$ cat config.mk
export PLATFORM = sky130hd
export DESIGN_NAME = dm_wakeup_sched
export DESIGN_NICKNAME = d
export VERILOG_FILES = /design/src/rtl/dm_sched_pkg.sv /design/src/rtl/dm_select.sv /design/src/rtl/dm_matrix.sv /design/src/rtl/dm_slots.sv /design/src/rtl/dm_wakeup_sched.sv
export SDC_FILE = /design/constraint.sdc
export NUM_CORES = 1
export LEC_CHECK = 0
export ABC_AREA = 1
export CAP_MARGIN = 25
export CORE_ASPECT_RATIO = 1.5
export CORE_UTILIZATION = 40
export DETAILED_ROUTE_END_ITERATION = 10
export GPL_TIMING_DRIVEN = 1
export HOLD_SLACK_MARGIN = 0.1
export PLACE_DENSITY = 0.58
export SETUP_SLACK_MARGIN = 0.05
export SLEW_MARGIN = 5
export SYNTH_ARGS = -nofsm -noshare
export SYNTH_HDL_FRONTEND = slang
export SYNTH_SLANG_ARGS = --single-unit
$ cat constraint.sdc
create_clock -name clk -period 9.05 [get_ports clk]
set_input_delay 1.81 -clock clk [delete_from_list [all_inputs] [get_ports clk]]
set_output_delay 1.81 -clock clk [all_outputs]
set_load 0.03 [all_outputs]
$ cat src/rtl/dm_sched_pkg.sv
package dm_sched_pkg;

    // Life of one issue-window slot
    typedef enum logic {
        SLOT_EMPTY = 1'b0,
        SLOT_BUSY  = 1'b1
    } slot_state_e;

endpackage

$ cat src/rtl/dm_select.sv
// Fixed-priority selector: slot 0 is highest; up to IW grants per cycle,
// decided from a running count of higher-priority requests.
module dm_select #(
    parameter int WS = 16,
    parameter int IW = 2
) (
    input  logic          clk,
    input  logic          rst_n,
    input  logic          en,
    input  logic [WS-1:0] req,
    output logic [WS-1:0] gnt
);
    localparam int CW = $clog2(WS + 1);

    logic [CW-1:0] ahead [WS+1];

    assign ahead[0] = '0;

    for (genvar i = 0; i < WS; i++) begin : g_pri
        assign gnt[i]       = en && req[i] && (ahead[i] < CW'(IW));
        assign ahead[i + 1] = ahead[i] + CW'(req[i]);
    end

    p_cap_r4: assert property (@(posedge clk) disable iff (!rst_n)
        $countones(gnt) <= IW);

    p_subset_r4: assert property (@(posedge clk) disable iff (!rst_n)
        (gnt & ~req) == '0);

    p_all_granted_r4: assert property (@(posedge clk) disable iff (!rst_n)
        (en && ($countones(req) <= IW)) |-> (gnt == req));

endmodule

$ cat src/rtl/dm_matrix.sv
// One dependence matrix (left or right operand). Row c holds the one-hot
// producer of slot c. Wakeup for each slot is the OR of its row bits at the
// granted columns; a row being written this cycle is read with its new value.
module dm_matrix #(
    parameter int WS   = 16,
    parameter int IW   = 2,
    parameter int IDXW = $clog2(WS)
) (
    input  logic             clk,
    input  logic             rst_n,
    input  logic [IW-1:0]    wr_vld,
    input  logic [IW*IDXW-1:0] wr_idx,
    input  logic [IW*WS-1:0] wr_row,
    input  logic [WS-1:0]    gnt,
    output logic [WS-1:0]    wake
);
    logic [WS-1:0] rows     [WS];
    logic [WS-1:0] rows_nxt [WS];

    always_comb begin
        for (int c = 0; c < WS; c++) begin
            rows_nxt[c] = rows[c];
            for (int k = 0; k < IW; k++) begin
                if (wr_vld[k] && (wr_idx[k*IDXW +: IDXW] == IDXW'(c))) begin
                    rows_nxt[c] = wr_row[k*WS +: WS];
                end
            end
            wake[c] = |(rows_nxt[c] & gnt);
        end
    end

    always_ff @(posedge clk or negedge rst_n) begin
        if (!rst_n) begin
            for (int c = 0; c < WS; c++) begin
                rows[c] <= '0;
            end
        end else begin
            for (int c = 0; c < WS; c++) begin
                rows[c] <= rows_nxt[c];
            end
        end
    end

    for (genvar c = 0; c < WS; c++) begin : g_chk
        p_row_onehot_r11: assert property (@(posedge clk) disable iff (!rst_n)
            $onehot0(rows[c]));
    end

endmodule

$ cat src/rtl/dm_slots.sv
// Per-slot valid state and operand ready flags; produces the request vector.
module dm_slots
    import dm_sched_pkg::*;
#(
    parameter int WS   = 16,
    parameter int IW   = 2,
    parameter int IDXW = $clog2(WS)
) (
    input  logic               clk,
    input  logic               rst_n,
    input  logic               flush,
    input  logic [IW-1:0]      wr_vld,
    input  logic [IW*IDXW-1:0] wr_idx,
    input  logic [IW-1:0]      wr_lrdy,
    input  logic [IW-1:0]      wr_rrdy,
    input  logic [WS-1:0]      gnt,
    input  logic [WS-1:0]      wake_l,
    input  logic [WS-1:0]      wake_r,
    output logic [WS-1:0]      req
);
    slot_state_e   st     [WS];
    slot_state_e   st_nxt [WS];
    logic [WS-1:0] rdy_l, rdy_r;
    logic [WS-1:0] rdy_l_nxt, rdy_r_nxt;
    logic [WS-1:0] hit;
    logic [WS-1:0] init_l, init_r;

    // Dispatch decode: which slots are written and with which initial flags
    always_comb begin
        for (int c = 0; c < WS; c++) begin
            hit[c]    = 1'b0;
            init_l[c] = 1'b0;
            init_r[c] = 1'b0;
            for (int k = 0; k < IW; k++) begin
                if (wr_vld[k] && (wr_idx[k*IDXW +: IDXW] == IDXW'(c))) begin
                    hit[c]    = 1'b1;
                    init_l[c] = wr_lrdy[k];
                    init_r[c] = wr_rrdy[k];
                end
            end
        end
    end

    // Next state of each slot
    always_comb begin
        for (int c = 0; c < WS; c++) begin
            st_nxt[c] = st[c];
            unique case (st[c])
                SLOT_EMPTY: if (hit[c]) st_nxt[c] = SLOT_BUSY;
                SLOT_BUSY:  if (gnt[c] && !hit[c]) st_nxt[c] = SLOT_EMPTY;
            endcase
            if (flush) begin
                st_nxt[c] = SLOT_EMPTY;
            end
            rdy_l_nxt[c] = (hit[c] ? init_l[c] : rdy_l[c]) | wake_l[c];
            rdy_r_nxt[c] = (hit[c] ? init_r[c] : rdy_r[c]) | wake_r[c];
        end
    end

    always_ff @(posedge clk or negedge rst_n) begin
        if (!rst_n) begin
            for (int c = 0; c < WS; c++) begin
                st[c] <= SLOT_EMPTY;
            end
            rdy_l <= '0;
            rdy_r <= '0;
        end else begin
            for (int c = 0; c < WS; c++) begin
                st[c] <= st_nxt[c];
            end
            rdy_l <= rdy_l_nxt;
            rdy_r <= rdy_r_nxt;
        end
    end

    // Request outputs
    always_comb begin
        for (int c = 0; c < WS; c++) begin
            req[c] = (st[c] == SLOT_BUSY) && rdy_l[c] && rdy_r[c];
        end
    end

    for (genvar c = 0; c < WS; c++) begin : g_chk
        p_wake_left_r6: assert property (@(posedge clk) disable iff (!rst_n)
            wake_l[c] |=> rdy_l[c]);
        p_wake_right_r6: assert property (@(posedge clk) disable iff (!rst_n)
            wake_r[c] |=> rdy_r[c]);
        p_leave_r5: assert property (@(posedge clk) disable iff (!rst_n)
            (gnt[c] && !hit[c]) |=> (st[c] == SLOT_EMPTY));
        p_flush_empty_r10: assert property (@(posedge clk) disable iff (!rst_n)
            flush |=> (st[c] == SLOT_EMPTY));
    end

endmodule

$ cat src/rtl/dm_wakeup_sched.sv
// Issue-window wakeup and select driven by dependence matrices.
module dm_wakeup_sched #(
    parameter int WS = 16,
    parameter int IW = 2,
    localparam int IDXW = $clog2(WS)
) (
    input  logic               clk,
    input  logic               rst_n,
    input  logic               flush,
    input  logic [IW-1:0]      disp_vld,
    input  logic [IW*IDXW-1:0] disp_slot,
    input  logic [IW*WS-1:0]   disp_lsrc,
    input  logic [IW*WS-1:0]   disp_rsrc,
    input  logic [IW-1:0]      disp_lrdy,
    input  logic [IW-1:0]      disp_rrdy,
    output logic [WS-1:0]      slot_req,
    output logic [WS-1:0]      issue_gnt
);
    logic [IW-1:0] wr_vld;
    logic [WS-1:0] wake_l, wake_r;

    // A flush blocks this cycle's dispatch lanes
    assign wr_vld = disp_vld & {IW{~flush}};

    dm_select #(.WS(WS), .IW(IW)) u_select (
        .clk   (clk),
        .rst_n (rst_n),
        .en    (~flush),
        .req   (slot_req),
        .gnt   (issue_gnt)
    );

    dm_matrix #(.WS(WS), .IW(IW), .IDXW(IDXW)) u_mat_left (
        .clk    (clk),
        .rst_n  (rst_n),
        .wr_vld (wr_vld),
        .wr_idx (disp_slot),
        .wr_row (disp_lsrc),
        .gnt    (issue_gnt),
        .wake   (wake_l)
    );

    dm_matrix #(.WS(WS), .IW(IW), .IDXW(IDXW)) u_mat_right (
        .clk    (clk),
        .rst_n  (rst_n),
        .wr_vld (wr_vld),
        .wr_idx (disp_slot),
        .wr_row (disp_rsrc),
        .gnt    (issue_gnt),
        .wake   (wake_r)
    );

    dm_slots #(.WS(WS), .IW(IW), .IDXW(IDXW)) u_slots (
        .clk     (clk),
        .rst_n   (rst_n),
        .flush   (flush),
        .wr_vld  (wr_vld),
        .wr_idx  (disp_slot),
        .wr_lrdy (disp_lrdy),
        .wr_rrdy (disp_rrdy),
        .gnt     (issue_gnt),
        .wake_l  (wake_l),
        .wake_r  (wake_r),
        .req     (slot_req)
    );

    p_no_grant_in_flush_r10: assert property (@(posedge clk) disable iff (!rst_n)
        flush |-> (issue_gnt == '0));

endmodule

==> After elaboration in Yosys (flattened, before gate mapping) <==
Cells that the tools add are included.
W data, S select, Z words.
{ "totals": {"register_bits": 560, "inputBits": 81, "wordCells": 608} }
{ "classes": {"addsub": 14, "order_cmp": 15, "n_eq_ne": 30, "mux": 256, "n_bitwise": 82, "n_reduce_logical": 161} }
{ "op_table": {"columns": ["op", "n"], "rows": [
  ["$mux W16", 64],
  ["$and A16 B16 Y16", 32],
  ["$reduce_or A16 Y1", 32],
  ["$mux W1", 176],
  ["$logic_and A1 B1 Y1", 111],
  ["$lt A5 B2 Y1 const B", 14],
  ["$add A5 B1 Y5", 13],
  ["$eq A4 B4 Y1 const B", 16],
  ["$eq A4 B3 Y1 const B", 8],
  ["$or A1 B1 Y1", 32],
  ["$pmux W1 S2", 16],
  ["$not A1 Y1", 17],
  ["$eq A4 B2 Y1 const B", 4],
  ["$logic_not A1 Y1", 16],
  ["$eq A4 B1 Y1 const B", 2],
  ["$logic_not A4 Y1", 2],
  ["$add A1 B1 Y2", 1],
  ["$and A2 B2 Y2", 1],
  ["$lt A1 B2 Y1 const B", 1]
]} }

==> Longest topological paths before layout <==
{ "logic_depth": {"word_depth": 22, "ltp_mapped": 40} }

==> Modules after synthesis <==
From an unflattened synthesis, not the netlist that was laid out.
{ "unflattened": {"hier_cells": 5296, "area_unflattened_um2": 36462.5} }
{ "by_module_without_submodules": {"columns": ["module", "n_inst", "cells_each", "area_per_inst_um2"], "rows": [
  ["dm_matrix", 2, 2271, 15927.8],
  ["dm_slots", 1, 448, 2930.3],
  ["dm_select", 1, 301, 1657.8],
  ["dm_wakeup_sched", 1, 5, 18.8]
]} }

==> Least setup slack after synthesis <==
Ideal clock, no wire load.
{ "synth_path": {"path_type": "reg2out", "start": "register u_slots.rdy_l[1]", "end": "output issue_gnt[15]", "arrival_ns": 6.089, "required_ns": 7.240, "path_slack_ns": 1.151, "stages_incl_launch_ff": 23, "n_path_buf": 2, "cell_sequence": "dfrtp_1 > nand2_1 > nor2_1 > fa_1 > ha_1 > ha_1 > ha_1 > ha_1 > ha_1 > ha_1 > ha_1 > ha_1 > ha_1 > ha_1 > ha_1 > ha_1 > ha_1 > nor3_1 > nand2_1 > nor2_1 > and2_4 > buf_8 > buf_12"} }
{ "synth_between": {"elab_chain_cells": 18} }
{ "synth_lines": {"columns": ["element", "line_no", "rtl"], "rows": [
  ["start: declaration", "dm_slots.sv:23", "logic [WS-1:0] rdy_l, rdy_r;"],
  ["start signal: assignment", "dm_slots.sv:71", "rdy_l <= rdy_l_nxt;"],
  ["$logic_and A1 B1 Y1 (2 in series)", "dm_slots.sv:79", "req[c] = (st[c] == SLOT_BUSY) && rdy_l[c] && rdy_r[c];"],
  ["net slot_req[1]", "dm_wakeup_sched.sv:16", "output logic [WS-1:0] slot_req,"],
  ["$add A1 B1 Y2", "dm_select.sv:21", "assign ahead[i + 1] = ahead[i] + CW'(req[i]);"],
  ["$add A5 B1 Y5 (13 in series)", "dm_select.sv:21", null],
  ["$lt A5 B2 Y1", "dm_select.sv:20", "assign gnt[i] = en && req[i] && (ahead[i] < CW'(IW));"],
  ["$logic_and A1 B1 Y1", "dm_select.sv:20", null],
  ["end: declaration", "dm_wakeup_sched.sv:17", "output logic [WS-1:0] issue_gnt"]
]} }
The timed path passes the listed nets, and every way through them passes these cells.

==> Worst setup path in the final report <==
{ "layout_path": {"start": "register u_slots.rdy_r[1]", "end": "output issue_gnt[15]"} }
{ "layout_between": {"elab_chain_cells": 17} }
{ "layout_lines": {"columns": ["element", "line_no", "rtl"], "rows": [
  ["start: declaration", "dm_slots.sv:23", null],
  ["start signal: assignment", "dm_slots.sv:72", "rdy_r <= rdy_r_nxt;"],
  ["$logic_and A1 B1 Y1", "dm_slots.sv:79", null],
  ["$add A1 B1 Y2", "dm_select.sv:21", null],
  ["$add A5 B1 Y5 (13 in series)", "dm_select.sv:21", null],
  ["$lt A5 B2 Y1", "dm_select.sv:20", null],
  ["$logic_and A1 B1 Y1", "dm_select.sv:20", null]
]} }
Every way passes these cells.

==> implementation parameters <==
Parameter                              Value

Critical path
  Arrival time of data at the critical path endpoint    roughly 6.8 ns
  Category of the critical setup timing path    flip-flop to primary output
  Crit Reg-Reg Startpoint    u_slots.rdy_r[1]
  Cell depth of the worst flop-to-flop path    23
  Worst R2R End    u_slots.rdy_r[13]
  Flop2flop setup slack    about 2.1 ns
  Max Fanout on Critical Path    4
  Kind of start point of the critical path    flip-flop
  Element type at the critical path end    primary output
  Data required time at the worst endpoint    7.24 ns

Placement
  HPWL Detailed    81,200 um
  Number of placed instances, taps included    roughly 4,800
  Number of port buffers    112
  Gp weighted congestion    0.876

Timing
  Final Critical Period    roughly 8.6 ns
  Slew of the pin with the lowest slew margin    approximately 1.1 ns
  Highest clock frequency the design can meet    roughly 0.12 GHz
  Setup TNS Final    0 ns
  Number of pins exceeding their max-slew limit in the final report    0
  Setup repair after global routing missed its margin    false
  Tcrit/Tclk final    0.951
  Number of endpoints failing setup at the final stage    0
  Maximum clock skew at final layout    approximately 0.047 ns
  Final hold viol count    0
  Relative slew slack    0.252

Yosys
  Per-instance average area after synthesis    between 7 and 8 um^2
  Top cells by area, synth    sky130_fd_sc_hd__dfrtp_1 46%, sky130_fd_sc_hd__a21oi_1 14%, sky130_fd_sc_hd__nand2_1 10%
  Share of the yosys chip area belonging to registers    0.464
  Yosys warning total    0
  Most frequently used flop master after synthesis    sky130_fd_sc_hd__dfrtp_1
  Number of nets produced by synthesis    4,010
  Area share of the largest cell type after synthesis    0.464
  Netlist cell types    42
  Async set or reset register ratio after synthesis    1.00
  Largest area contributor in the netlist    sky130_fd_sc_hd__dfrtp_1
  Number of storage elements in the synthesis netlist    560
  Mapped Cells    slightly below 4,000
  Number of enable-type register cells in the synthesized netlist    0
  Cell area after technology mapping    between 30,000 and 40,000 um^2
  Most common library cells after synthesis    826 x sky130_fd_sc_hd__a21oi_1, 812 x sky130_fd_sc_hd__nand2_1, 560 x sky130_fd_sc_hd__dfrtp_1
  Most frequently used cell type in the post-synthesis netlist    sky130_fd_sc_hd__a21oi_1

Clock network
  Buffers from clock root to sink, at most    3
  CTS buffer count    55
  Postcts setup bufs    0
  H-tree lvl count    2
  TritonCTS clock tree    done
  Hold_buf cts    0
  Clock latency on the worst-skew pair    about 0.67 ns
  Clk sink count    560
  CTS Root Buffer Type    sky130_fd_sc_hd__clkbuf_16
  Post-CTS Resized    0
  CTS clk-pin slew, worst paths    about 0.060 ns

Route
  Number of iterations in the first detailed-routing pass    6
  Average vias per placed instance    5.95
  Vias after detailed routing    about 29,000
  DR iter-0 viols    between 3,000 and 4,000
  Post-DRT Antenna Nets    0
  DRC Markers    0
  Wire length reported by the detailed router    roughly 120,000 um
  Routed length per instance    25.3 um

GRT
  Number of antenna violations at the first check in global routing    5
  Pin count of the biggest net entering global routing    149
  Global router's overall resource usage    0.320
  Remaining global-route overflow    0
  Number of global-route vias before repair    ~28,000
  Global-route wire length before repair    182,000 um

Floorplan
  Die Y    ~340 um
  Number of rows in the core area    between 100 and 150
  Initial Utilization    0.403
  Core region area    74,900 um^2
  Die ar.    ~77,000 um^2
  X dimension of the die    226 um
  I/O pin count    roughly 110

Cells and area
  Growth of design area from synthesis to finish    12.6%
  Final cell count without fillers    between 4,000 and 5,000
  Post-layout nets    3,955
  Count of antenna diodes in the layout    0
  Fraction of layout instances using a drive strength above 1    0.0817

Hold path
  Hold Path Stages    2
  Classification of the worst-slack hold path    flip-flop to flip-flop
  Hold Crit Start    u_slots.st[13]
  Sink of the worst hold path    u_slots.st[13]

Power
  Power density cells    around 230 nW/um^2
  Peak supply drop    around 160 uV
  Cell leakage power    14.9 nW

Job
  Number of max-cap violations    0

Status
  Outcome    finished, final reports clean
## through the flow
stage	hold slack [ns]	util	total power, mW	setup slack (ns)	area, um^2
floorplan	0.477	-	4.54	1.15	30200
global placement	0.492	0.429	5.18	1.14	32200
detailed placement	0.501	0.429	5.22	1.09	32200
CTS	0.515	0.454	7.63	0.398	34000
global route	0.538	0.454	8.00	0.0660	34000
finish	0.512	0.454	7.66	0.439	34000
## report_power, final
| part | switching [mW] | internal, mW | total, mW | leakage [nW] |
|---|---|---|---|---|
| registers | 0.206 | 3.18 | 3.38 | 6.76 |
| logic | 1.20 | 0.651 | 1.86 | 7.27 |
| clock network | 1.08 | 1.35 | 2.42 | 0.912 |
## sequential cells by signal (all words and copies together), names as in the netlist
name	flops
u_slots.rdy_r	16
u_slots.rdy_l	16
u_slots.st	16
u_mat_left.rows	256
u_mat_right.rows	256
## placed cells by master (no fill, tap or decap), types with 9 or more instances in the layout
cell type,instances
sky130_fd_sc_hd__nand3_1,91
sky130_fd_sc_hd__a22oi_1,71
sky130_fd_sc_hd__o22ai_1,32
sky130_fd_sc_hd__nor2_2,11
sky130_fd_sc_hd__o2111ai_1,9
sky130_fd_sc_hd__a21oi_1,826
sky130_fd_sc_hd__a31oi_1,18
sky130_fd_sc_hd__clkinv_1,15
sky130_fd_sc_hd__nand2_1,810
sky130_fd_sc_hd__inv_1,191
sky130_fd_sc_hd__clkinv_2,17
sky130_fd_sc_hd__clkdlybuf4s50_1,107
sky130_fd_sc_hd__clkbuf_1,13
sky130_fd_sc_hd__nand3_2,10
sky130_fd_sc_hd__nand3_4,9
sky130_fd_sc_hd__ha_1,26
sky130_fd_sc_hd__nor2_1,75
sky130_fd_sc_hd__nand2_4,14
sky130_fd_sc_hd__nand2_2,58
sky130_fd_sc_hd__inv_2,12
sky130_fd_sc_hd__dfrtp_1,560
sky130_fd_sc_hd__o21ai_0,512
sky130_fd_sc_hd__buf_4,92
sky130_fd_sc_hd__nor3_1,49
sky130_fd_sc_hd__nand3b_1,86
sky130_fd_sc_hd__nand4_1,40
sky130_fd_sc_hd__a211oi_1,9
sky130_fd_sc_hd__clkbuf_16,56
sky130_fd_sc_hd__o211ai_1,13
## worst max-delay path by stage
stage	start	to	slack, ns	cells after the start
6_report	u_slots.rdy_r[1]	issue_gnt[15]	0.44	21
3_5_place_dp	u_slots.rdy_r[0]	issue_gnt[15]	1.09	21
2_1_floorplan	u_slots.rdy_l[1]	issue_gnt[15]	1.15	22
5_1_grt	u_slots.rdy_r[1]	issue_gnt[15]	0.07	21
4_1_cts	u_slots.rdy_r[1]	issue_gnt[15]	0.40	21
3_3_place_gp	u_slots.rdy_l[1]	issue_gnt[15]	1.14	21
## area by class of cell
| type | count | area (um^2) |
|---|---|---|
| repair buffers | 207 | 1910 |
| well taps | 1000 | 1250 |
| multi-input cells | 2805 | 14200 |
| fillers | 7533 | 40900 |
| clock buffers | 77 | 1560 |
| inverters | 218 | 818 |
| clock inverters | 25 | 268 |
| flip-flops and latches | 560 | 14000 |
## worst max-delay path, cell delays in order, from the launching register on
cell and delay, ns:
sky130_fd_sc_hd__dfrtp_1 0.35, sky130_fd_sc_hd__nand2_1 0.09, sky130_fd_sc_hd__nor2_1 0.28, sky130_fd_sc_hd__fa_1 0.55, sky130_fd_sc_hd__ha_1 0.32, sky130_fd_sc_hd__ha_1 0.21, sky130_fd_sc_hd__ha_1 0.39, sky130_fd_sc_hd__ha_1 0.34
sky130_fd_sc_hd__ha_1 0.32, sky130_fd_sc_hd__ha_1 0.32, sky130_fd_sc_hd__ha_1 0.32, sky130_fd_sc_hd__ha_1 0.32, sky130_fd_sc_hd__ha_1 0.32, sky130_fd_sc_hd__ha_1 0.32, sky130_fd_sc_hd__ha_1 0.32, sky130_fd_sc_hd__ha_1 0.34
sky130_fd_sc_hd__ha_1 0.29, sky130_fd_sc_hd__nor3_1 0.16, sky130_fd_sc_hd__nand2_1 0.08, sky130_fd_sc_hd__nor2_1 0.15, sky130_fd_sc_hd__and2_4 0.21, sky130_fd_sc_hd__buf_12 0.13
## metal layers
metal  track usage  routed length [um]
met2         0.516               58000
met3        0.0473                9260
met1         0.408               48700
met4         0.179                7660
met5             0                  20
## kinds of logic (layout without fill, tap and decap cells)
family          after synthesis  after routing  share of synthesized area
buf+inv                     537            527                     0.0693
simple gates               1278           1278                      0.196
flops                       560            560                      0.464
fa+ha+maj                    27             27                     0.0114
compound gates             1500           1500                      0.260
No activity file was read; power rests on OpenSTA's default activity.
